File: config.mk
export PLATFORM = sky130hd
export DESIGN_NAME = trace_clk_div
export DESIGN_NICKNAME = d
export VERILOG_FILES = /design/src/rtl/mcd_pkg.sv /design/src/rtl/mcd_rst_sync.sv /design/src/rtl/mcd_run_qual.sv /design/src/rtl/mcd_period_ctr.sv /design/src/rtl/mcd_wave_out.sv /design/src/rtl/mcd_cfg_check.sv /design/src/rtl/trace_clk_div.sv
export SDC_FILE = /design/constraint.sdc
export NUM_CORES = 1
export LEC_CHECK = 0
export BUFFER_PORTS_ARGS = -buffer_cell sky130_fd_sc_hd__buf_2
export CAP_MARGIN = 20
export CORE_ASPECT_RATIO = 0.75
export CORE_MARGIN = 4
export CORE_UTILIZATION = 35
export DETAILED_ROUTE_END_ITERATION = 7
export GPL_ROUTABILITY_DRIVEN = 0
export PLACE_DENSITY = 0.64
export REMOVE_ABC_BUFFERS = 1
export SKIP_LAST_GASP = 1
export SYNTH_ARGS = -nofsm -noshare
export SYNTH_HDL_FRONTEND = slang
export SYNTH_SLANG_ARGS = --single-unit
File: constraint.sdc
create_clock -name clk_sys -period 0.8 [get_ports clk_sys]
set_input_delay 0.08 -clock clk_sys [delete_from_list [all_inputs] [get_ports clk_sys]]
set_output_delay 0.08 -clock clk_sys [all_outputs]
set_load 0.01 [all_outputs]
File: src/rtl/mcd_pkg.sv
`timescale 1ns/1ps
package mcd_pkg;
  localparam int unsigned SEL_W = 2;
  localparam int unsigned CNT_W = (1 << SEL_W) - 1;

  typedef enum logic [SEL_W-1:0] {
    DIV_1 = 2'b00,
    DIV_2 = 2'b01,
    DIV_4 = 2'b10,
    DIV_8 = 2'b11
  } div_code_e;
endpackage

File: src/rtl/mcd_rst_sync.sv
`timescale 1ns/1ps
module mcd_rst_sync #(
  parameter int unsigned STAGES = 2
) (
  input  logic clk,
  input  logic rst_n,
  output logic rst_sync_n
);
  logic [STAGES-1:0] sh_q;

  always_ff @(posedge clk or negedge rst_n) begin
    if (!rst_n) sh_q <= '0;
    else        sh_q <= {sh_q[STAGES-2:0], 1'b1};
  end

  assign rst_sync_n = sh_q[STAGES-1];
endmodule

File: src/rtl/mcd_run_qual.sv
`timescale 1ns/1ps
module mcd_run_qual (
  input  logic clk_on,
  input  logic idle_gate,
  input  logic trace_busy,
  output logic run
);
  logic gate_ok;

  always_comb begin
    gate_ok = !idle_gate || trace_busy;
    run     = clk_on && gate_ok;
  end
endmodule

File: src/rtl/mcd_period_ctr.sv
`timescale 1ns/1ps
module mcd_period_ctr #(
  parameter int unsigned          SEL_W     = 2,
  parameter int unsigned          CNT_W     = 3,
  parameter logic [SEL_W-1:0]     RESET_SEL = 2'b01
) (
  input  logic             clk,
  input  logic             rst_n,
  input  logic             run,
  input  logic [SEL_W-1:0] sel_in,
  output logic             act_nx,
  output logic [SEL_W-1:0] sel_nx,
  output logic [CNT_W-1:0] cnt_nx
);
  logic             act_q;
  logic [SEL_W-1:0] sel_q;
  logic [CNT_W-1:0] cnt_q;
  logic [CNT_W:0]   span;
  logic             last;
  logic             ce;

  // next state
  always_comb begin
    span   = (CNT_W+1)'(1) << sel_q;
    last   = (cnt_q == CNT_W'(span - 1'b1));
    act_nx = act_q;
    sel_nx = sel_q;
    cnt_nx = cnt_q + 1'b1;
    if (!act_q) begin
      act_nx = run;
      cnt_nx = '0;
    end else if (last) begin
      act_nx = run;
      sel_nx = sel_in;
      cnt_nx = '0;
    end
    ce = act_q || run;
  end

  // state registers
  always_ff @(posedge clk or negedge rst_n) begin
    if (!rst_n) begin
      act_q <= 1'b0;
      sel_q <= RESET_SEL;
      cnt_q <= '0;
    end else if (ce) begin
      act_q <= act_nx;
      sel_q <= sel_nx;
      cnt_q <= cnt_nx;
    end
  end
endmodule

File: src/rtl/mcd_wave_out.sv
`timescale 1ns/1ps
module mcd_wave_out #(
  parameter int unsigned SEL_W = 2,
  parameter int unsigned CNT_W = 3
) (
  input  logic             clk,
  input  logic             rst_n,
  input  logic             act_nx,
  input  logic [SEL_W-1:0] sel_nx,
  input  logic [CNT_W-1:0] cnt_nx,
  output logic             wave,
  output logic             tick
);
  logic [CNT_W:0] half;
  logic           wave_d;
  logic           tick_d;

  always_comb begin
    half   = ((CNT_W+1)'(1) << sel_nx) >> 1;
    wave_d = act_nx && ((sel_nx == '0) || ({1'b0, cnt_nx} < half));
    tick_d = act_nx && (cnt_nx == '0);
  end

  always_ff @(posedge clk or negedge rst_n) begin
    if (!rst_n) begin
      wave <= 1'b0;
      tick <= 1'b0;
    end else begin
      wave <= wave_d;
      tick <= tick_d;
    end
  end
endmodule

File: src/rtl/mcd_cfg_check.sv
`timescale 1ns/1ps
module mcd_cfg_check #(
  parameter int unsigned SEL_W = 2
) (
  input  logic             clk,
  input  logic             rst_n,
  input  logic [SEL_W-1:0] sel_in,
  input  logic             half_rate,
  output logic             bad
);
  logic bad_d;

  always_comb bad_d = (sel_in == SEL_W'(mcd_pkg::DIV_1)) && half_rate;

  always_ff @(posedge clk or negedge rst_n) begin
    if (!rst_n) bad <= 1'b0;
    else        bad <= bad_d;
  end
endmodule

File: src/rtl/trace_clk_div.sv
`timescale 1ns/1ps
module trace_clk_div #(
  parameter int unsigned SYNC_STAGES = 2
) (
  input  logic       clk_sys,
  input  logic       rst_n,
  input  logic [1:0] div_sel,
  input  logic       clk_on,
  input  logic       idle_gate,
  input  logic       trace_busy,
  input  logic       half_rate_trace,
  output logic       msg_clk,
  output logic       msg_tick,
  output logic       cfg_bad
);
  localparam int unsigned SEL_W = mcd_pkg::SEL_W;
  localparam int unsigned CNT_W = mcd_pkg::CNT_W;

  logic             rst_q_n;
  logic             run;
  logic             act_nx;
  logic [SEL_W-1:0] sel_nx;
  logic [CNT_W-1:0] cnt_nx;

  mcd_rst_sync #(.STAGES(SYNC_STAGES)) u_rst (
    .clk(clk_sys), .rst_n(rst_n), .rst_sync_n(rst_q_n)
  );

  mcd_run_qual u_run (
    .clk_on(clk_on), .idle_gate(idle_gate), .trace_busy(trace_busy), .run(run)
  );

  mcd_period_ctr #(
    .SEL_W(SEL_W), .CNT_W(CNT_W), .RESET_SEL(SEL_W'(mcd_pkg::DIV_2))
  ) u_ctr (
    .clk(clk_sys), .rst_n(rst_q_n), .run(run), .sel_in(div_sel),
    .act_nx(act_nx), .sel_nx(sel_nx), .cnt_nx(cnt_nx)
  );

  mcd_wave_out #(.SEL_W(SEL_W), .CNT_W(CNT_W)) u_wave (
    .clk(clk_sys), .rst_n(rst_q_n), .act_nx(act_nx), .sel_nx(sel_nx),
    .cnt_nx(cnt_nx), .wave(msg_clk), .tick(msg_tick)
  );

  mcd_cfg_check #(.SEL_W(SEL_W)) u_cfg (
    .clk(clk_sys), .rst_n(rst_q_n), .sel_in(div_sel),
    .half_rate(half_rate_trace), .bad(cfg_bad)
  );
endmodule

==> summary.md, run 1 <==
| Metric | Value |
|---|---|
| Result of the run | finished, violations left |
| Failing checks | setup timing |
| Worst R2R Path Depth | 9 |
| Starting Density | 38.3% |
| Half-perimeter wire length after placement | between 1000 and 1500 um |
| Final Hold Viols | 0 |
| Post-Synthesis Cell Area | between 600 and 700 um^2 |
| Worst-skew pair later-pin latency | 0.28 ns |
| TritonCTS Buffers | 3 |
| Family with the most delay on the worst path | simple AND/OR/NAND/NOR gates |
| Die Y | 46.3 um |
| CTS H-tree depth | 1 |
| Worst path depth | 9 |
| Max_cap viols | 0 |
| Core Area | ~0.0018 mm^2 |
| Finish-stage setup viols | 11 |
| Rel. slew slack | 60.7% |
| Area grow syn2layout | 72.0% |
| CTS max path bufs | 2 |
| Critical path start-end classification | reg2reg |
| Buf+Inv Stages, Crit Path | 2 |
| Vias in the first global route | around 730 |
| Slowest cell on the critical path | or4_4 |
| Post-route minimum period | ~2.2 ns |
| Buffers on Ports | 10 |
| Num Clock Sinks | 11 |
| Post-synth EDFFs | 0 |
| Worst Tran Pin Value | between 0.5 and 0.6 ns |
| Worst hold path stage count | 2 |
| # rows | 13 |
| Yosys cell types | 36 |
| Total power | between 5 and 6 mW |
| Commonest cells in the netlist | 10 x dfrtp_1, 4 x nand3_1, 4 x nand3b_1 |
| Via count | a little under 700 |
| Dpl cells | roughly 110 |
| 1st-iter DRT viols | 18 |
| Largest net degree at the start of global routing | 10 |
| Mapped Cells | 62 |
| Yosys warns | 0 |
| Nets | ~120 |
| Leak pwr | 0.551 nW |
| Detailed-router iteration count before antenna repair | 4 |
| Clock-pin slew on the worst setup and hold paths | 0.07 ns |
| FF-to-FF Start | u_ctr.sel_q[0]$_DFFE_PN1P_ |
| CTS tree | yes |
| Die W | 59.1 um |
| Pwr/cell area | between 5000 and 6000 mW/mm^2 |
| DR WL/cell | 17.3 um |
| Final period util | 276% |
| # IOs | 11 |
| Final worst slack | -1.41 ns |
| Fmax | between 400 and 500 MHz |
| CP endpoint | u_wave.wave$_DFF_PN0_ |
| Area leader, netlist | dfrtp_1 |
| Max incr delay on CP | between 0.5 and 0.6 ns |
| R2r setup slk | -1.41 ns |
| GRT Total Usage | around a fifth |
| Worst Path Required | 0.99 ns |
| Max-slew violations | 0 |
| Worst vdd ir | roughly 3400 uV |
| Initial antenna violation count | 0 |
| Antenna Diode Count | 0 |
| Die area | roughly 0.0027 mm^2 |
| Worst Skew | just under 0.0009 ns |
| Worst min path class | in2reg |
| Count leader, synth | dfrtp_1 |
| Reg-to-reg endpoint | u_wave.wave$_DFF_PN0_ |
| DRC Markers | 0 |
| Setup_tns | -9.09 ns |
| Dominant cells by area after synthesis | dfrtp_1 37%, ha_1 5.5%, nand3b_1 4.4%, dfstp_2 3.8%, buf_6 3.3% |
| Ys async rst share | 100% |
| Unrepaired setup endpoints after global routing | yes |
| Crit-path cells | or4_4 > and3b_2 > buf_6 > o21a_4 > ha_4 > a21oi_4 > buf_4 > o311ai_1 > o31ai_1 |
| Routed wire length | 2220 um |
| Worst-path fanout max | 4 |
| Via density | about 5.3 |
| Crit end category | flop |
| Top_reg_cell synth | dfrtp_1 |
| Fraction of layout cells with a size suffix above 1 | a little over three fifths |
| First-pass GRT wire length | 3510 um |
| Mean Syn Cell Area | approximately 11 um^2 |
| Clk Tree Root Cell | clkbuf_4 |
| CP startpoint | u_ctr.sel_q[0]$_DFFE_PN1P_ |
| Synth top area share | 36.6% |
| Register area share after synthesis | 40.4% |
| Crit path launch type | flop |
| CP arrival | around 2.4 ns |
| Post-DRT Antenna Nets | 0 |
| FF+latch count, synth | 11 |
| Fin cells | roughly 130 |
| Gr ovfl total | 0 |
layer usage:
layer  vias to the layer above  GRT usage [%]  wire length (um)
met1                       333           19.7               856
met4                         0           8.14                86
met2                        19           33.9              1160
met3                        12           6.44               118
met5                         -              0                 0
li1                        320              -                 -
report_power, final:
| group | internal, mW | total (mW) | switching (mW) |
|---|---|---|---|
| Clock | 0.194 | 0.406 | 0.212 |
| Sequential | 0.788 | 0.944 | 0.156 |
| Combinational | 2.68 | 4.61 | 1.93 |
| Total | 3.66 | 5.96 | 2.29 |
cells by family (layout without fill, tap and decap cells):
family | count (synthesis) | after routing | synth area share, %
flops | 11 | 11 | 40.4
xor+xnor | 2 | 2 | 2.56
fa+ha+maj | 3 | 3 | 5.49
buf+inv | 5 | 49 | 5.49
other cells | 1 | 1 | 0.548
compound gates | 18 | 18 | 21.6
simple gates | 22 | 22 | 23.9
sequential cells by signal, summed over array words and instances, names as in the netlist:
name         cells
u_ctr.cnt_q      3
u_ctr.sel_q      2
u_rst.sh_q       2
u_cfg.bad        1
u_ctr.act_q      1
u_wave.tick      1
u_wave.wave      1
worst min path at each step:
stage                               start                 endpoint  slack [ns]
after CTS                 half_rate_trace      u_cfg.bad$_DFF_PN0_        0.05
after floorplan                     rst_n  u_rst.sh_q[0]$_DFF_PN0_       -0.22
after global routing      half_rate_trace      u_cfg.bad$_DFF_PN0_        0.04
final                     half_rate_trace      u_cfg.bad$_DFF_PN0_        0.05
after detailed placement            rst_n  u_rst.sh_q[1]$_DFF_PN0_       -0.13
after global placement              rst_n  u_rst.sh_q[0]$_DFF_PN0_       -0.13
cell type report:
type / instances / area [um^2]
inverters: 2 / 7.51
clock buffers: 4 / 26.3
fillers: 139 / 612
flip-flops and latches: 11 / 278
well taps: 22 / 27.5
repair buffers: 43 / 348
multi-input cells: 46 / 490
per-stage QoR:
stage               hold WS (ns)  area, um^2  setup slack, ns  utilization (%)
floorplan                 -0.216         654            -1.50                -
finish                    0.0492        1180            -1.41             65.8
global route              0.0386        1180            -1.49             65.8
global placement          -0.135         890            -1.38             49.7
CTS                       0.0491        1090            -1.39             61.2
detailed placement        -0.129         890            -1.44             49.7
what timing repair did:
item                                    in CTS  in global routing
gates resized for setup                     20                 12
hold buffers                                 2                  0
pin swaps                                   14                  9
hold endpoints to repair                     3                  0
setup buffers                               10                  3
endpoints found under the setup margin      11                 11
cell usage in the layout (no fill, tap or decap), types with 2 or more instances in the layout:
master,count
a21boi_0,2
a21o_2,2
buf_2,10
buf_4,19
buf_6,12
clkbuf_4,3
dfrtp_1,9
dlygate4sd3_1,2
ha_4,2
inv_1,2
nand2_1,3
nand3_1,3
nand3b_1,4
nor4b_4,2
o21a_4,2
xor2_1,2
Power figures use the tool's default switching activity.
==> run 2, diff against run 1 <==
--- a/config.mk
+++ b/config.mk
@@ -13,6 +13,7 @@
 export DETAILED_ROUTE_END_ITERATION = 7
 export GPL_ROUTABILITY_DRIVEN = 0
 export PLACE_DENSITY = 0.64
+export RECOVER_POWER = 100
 export REMOVE_ABC_BUFFERS = 1
 export SKIP_LAST_GASP = 1
 export SYNTH_ARGS = -nofsm -noshare
==> run 2 against run 1 <==
Against the previous run: the flow still finishes with violations (setup timing); via count unchanged; clock skew about the same; final cell count unchanged; total power about the same; register-to-register slack about the same; flip-flop and latch count unchanged; routed wire length about the same; sequential share of layout area about the same; non-clock buffer count unchanged; die area unchanged; clock power about the same; sequential power about the same; critical path type unchanged; critical endpoint unchanged; highest routed layer unchanged.
==> summary.md, run 2 (synthesis gave the netlist of run 1 again) <==
| Metric | Value |
|---|---|
| Leak pwr | about 0.55 nW |
| Clk Tree Root Cell | clkbuf_4 |
| Die area | approximately 0.0027 mm^2 |
| Gr ovfl total | 0 |
| # IOs | 11 |
| Post-route minimum period | roughly 2.2 ns |
| Switch Pwr | about 2.3 mW |
| 1st-iter DRT viols | 18 |
| Fin cells | roughly 130 |
| Max_cap viols | 0 |
| Family with the most delay on the worst path | simple AND/OR/NAND/NOR gates |
| Antenna Diode Count | 0 |
| Gate power share | approximately 77% |
| Max FFs per register | 3 |
| Largest net degree at the start of global routing | 10 |
| Die Y | between 40 and 50 um |
| Clock-pin slew on the worst setup and hold paths | 0.07 ns |
| Finish-stage setup viols | 11 |
| Internal power component | 3.66 mW |
| Result of the run | finished, violations left |
| Post-DRT Antenna Nets | 0 |
| Met2 Wirelength | between 1000 and 1500 um |
| Final Hold Viols | 0 |
| Biggest regs | u_ctr.cnt_q: 3 flops, u_ctr.sel_q: 2 flops, u_rst.sh_q: 2 flops |
| DRC Markers | 0 |
| Critical path start-end classification | reg2reg |
| Most common cell after layout, fill and taps aside | buf_4 |
| Final period util | 277% |
| Hold_ws | between 0.04 and 0.05 ns |
| CP endpoint | u_wave.wave$_DFF_PN0_ |
| Worst Skew | 0.000649 ns |
| Met3 WL | between 100 and 150 um |
| Unrepaired setup endpoints after global routing | yes |
| Crit end category | flop |
| Switch share | 38.5% |
| Dpl cells | approximately 110 |
| Area grow syn2layout | 71.8% |
| Pre-CTS setup slack | -1.44 ns |
| Starting Density | 38.3% |
| Half-perimeter wire length after placement | 1330 um |
| Pwr/cell area | 5070 mW/mm^2 |
| GRT Total Usage | between 10% and 20% |
| Worst Tran Pin Value | approximately 0.58 ns |
| Worst min path class | in2reg |
| First-pass GRT wire length | between 3000 and 4000 um |
| Core Area | between 0.0015 and 0.002 mm^2 |
| Register share of total power | 15.8% |
| FF-to-FF Start | u_ctr.sel_q[0]$_DFFE_PN1P_ |
| Clock network power share | 6.8% |
| Register with the most flip-flops | u_ctr.cnt_q |
| R2r setup slk | -1.41 ns |
| Vias in the first global route | approximately 730 |
| Rel. slew slack | roughly 61% |
| Slowest cell on the critical path | or4_4 |
| Reg-to-reg endpoint | u_wave.wave$_DFF_PN0_ |
| Crit path launch type | flop |
| Worst Path Required | a little under 1 ns |
| CP arrival | 2.41 ns |
| Most frequent cells in the layout | 19 x buf_4, 12 x buf_6, 9 x dfrtp_1 |
| Detailed-router iteration count before antenna repair | 4 |
| CP startpoint | u_ctr.sel_q[0]$_DFFE_PN1P_ |
| Worst R2R Path Depth | 9 |
| Worst vdd ir | ~3400 uV |
| Die W | around 59 um |
| Worst-skew pair later-pin latency | between 0.2 and 0.3 ns |
| Routed wire length | around 2200 um |
| Wl on met1 | approximately 860 um |
| Num Clock Sinks | 11 |
| Worst-path fanout max | 4 |
| # rows | 13 |
| Final worst slack | -1.41 ns |
| Fmax | about 450 MHz |
| Buffers on Ports | 10 |
| Buf+Inv Stages, Crit Path | 2 |
| Crit-path cells | or4_4 > and3b_2 > buf_6 > o21a_4 > ha_4 > a21oi_4 > buf_4 > o311ai_1 > o31ai_1 |
| Max-slew violations | 0 |
| Nets | 118 |
| TritonCTS Buffers | 3 |
| Top layer in use | met4 |
| CTS tree | yes |
| CTS max path bufs | 2 |
| Initial antenna violation count | 0 |
| Via density | around 5.3 |
| Fraction of layout cells with a size suffix above 1 | between 60% and 70% |
| Worst path depth | 9 |
| CTS H-tree depth | 1 |
| Max incr delay on CP | approximately 0.56 ns |
| DR WL/cell | roughly 17 um |
| Via count | 684 |
| Failing checks | setup timing |
| Setup_tns | -9.09 ns |
==> run 2: cell types whose count changed in the layout (fill, tap and decap cells not counted) <==
cell	previous run	this run
buf_2	10	8
clkbuf_1	1	2
clkbuf_2	0	1
==> run 2: per-layer routing <==
metal / global-route usage, % / up-vias
met4: 8.14 / 0
li1: - / 320
met5: 0 / -
met1: 19.7 / 333
met2: 33.9 / 19
met3: 6.44 / 12
==> run 2: metrics by stage <==
stage               power, mW  cell area, um^2  utilization (%)
floorplan                2.41              654                -
global placement         3.54              890             49.7
detailed placement       3.58              890             49.7
CTS                      5.14             1090             61.2
global route             6.34             1180             65.7
finish                   5.96             1180             65.7
==> run 2: area by class of cell <==
| cell class | instances | area (um^2) |
|---|---|---|
| Inverter | 2 | 7.51 |
| Tap cell | 22 | 27.5 |
| Multi-Input combinational cell | 46 | 490 |
| Timing Repair Buffer | 43 | 347 |
| Fill cell | 140 | 613 |
| Sequential cell | 11 | 278 |
| Clock buffer | 4 | 26.3 |
==> run 2: power groups by stage <==
| stage | clock, mW | combinational, mW | sequential (mW) |
|---|---|---|---|
| 6_report | 0.406 | 4.61 | 0.944 |
| 5_1_grt | 0.447 | 4.91 | 0.975 |
| 4_1_cts | 0.407 | 3.79 | 0.938 |
| 3_5_place_dp | 0 | 2.64 | 0.933 |
| 3_3_place_gp | 0 | 2.61 | 0.930 |
| 2_1_floorplan | 0 | 1.37 | 1.04 |
==> run 2: worst min-delay path by stage <==
stage | to | slack, ns | start | cells after the start
floorplan | u_rst.sh_q[0]$_DFF_PN0_ | -0.22 | rst_n | 0
global placement | u_rst.sh_q[0]$_DFF_PN0_ | -0.13 | rst_n | 1
detailed placement | u_rst.sh_q[1]$_DFF_PN0_ | -0.13 | rst_n | 1
CTS | u_cfg.bad$_DFF_PN0_ | 0.05 | half_rate_trace | 2
global route | u_cfg.bad$_DFF_PN0_ | 0.04 | half_rate_trace | 2
finish | u_cfg.bad$_DFF_PN0_ | 0.05 | half_rate_trace | 2
==> run 2: timing repair <==
item	in CTS	in global routing
endpoints found under the setup margin	11	11
gates resized for setup	20	12
hold endpoints to repair	3	0
buffers inserted	10	3
hold buffers	2	0
pin swaps	14	9
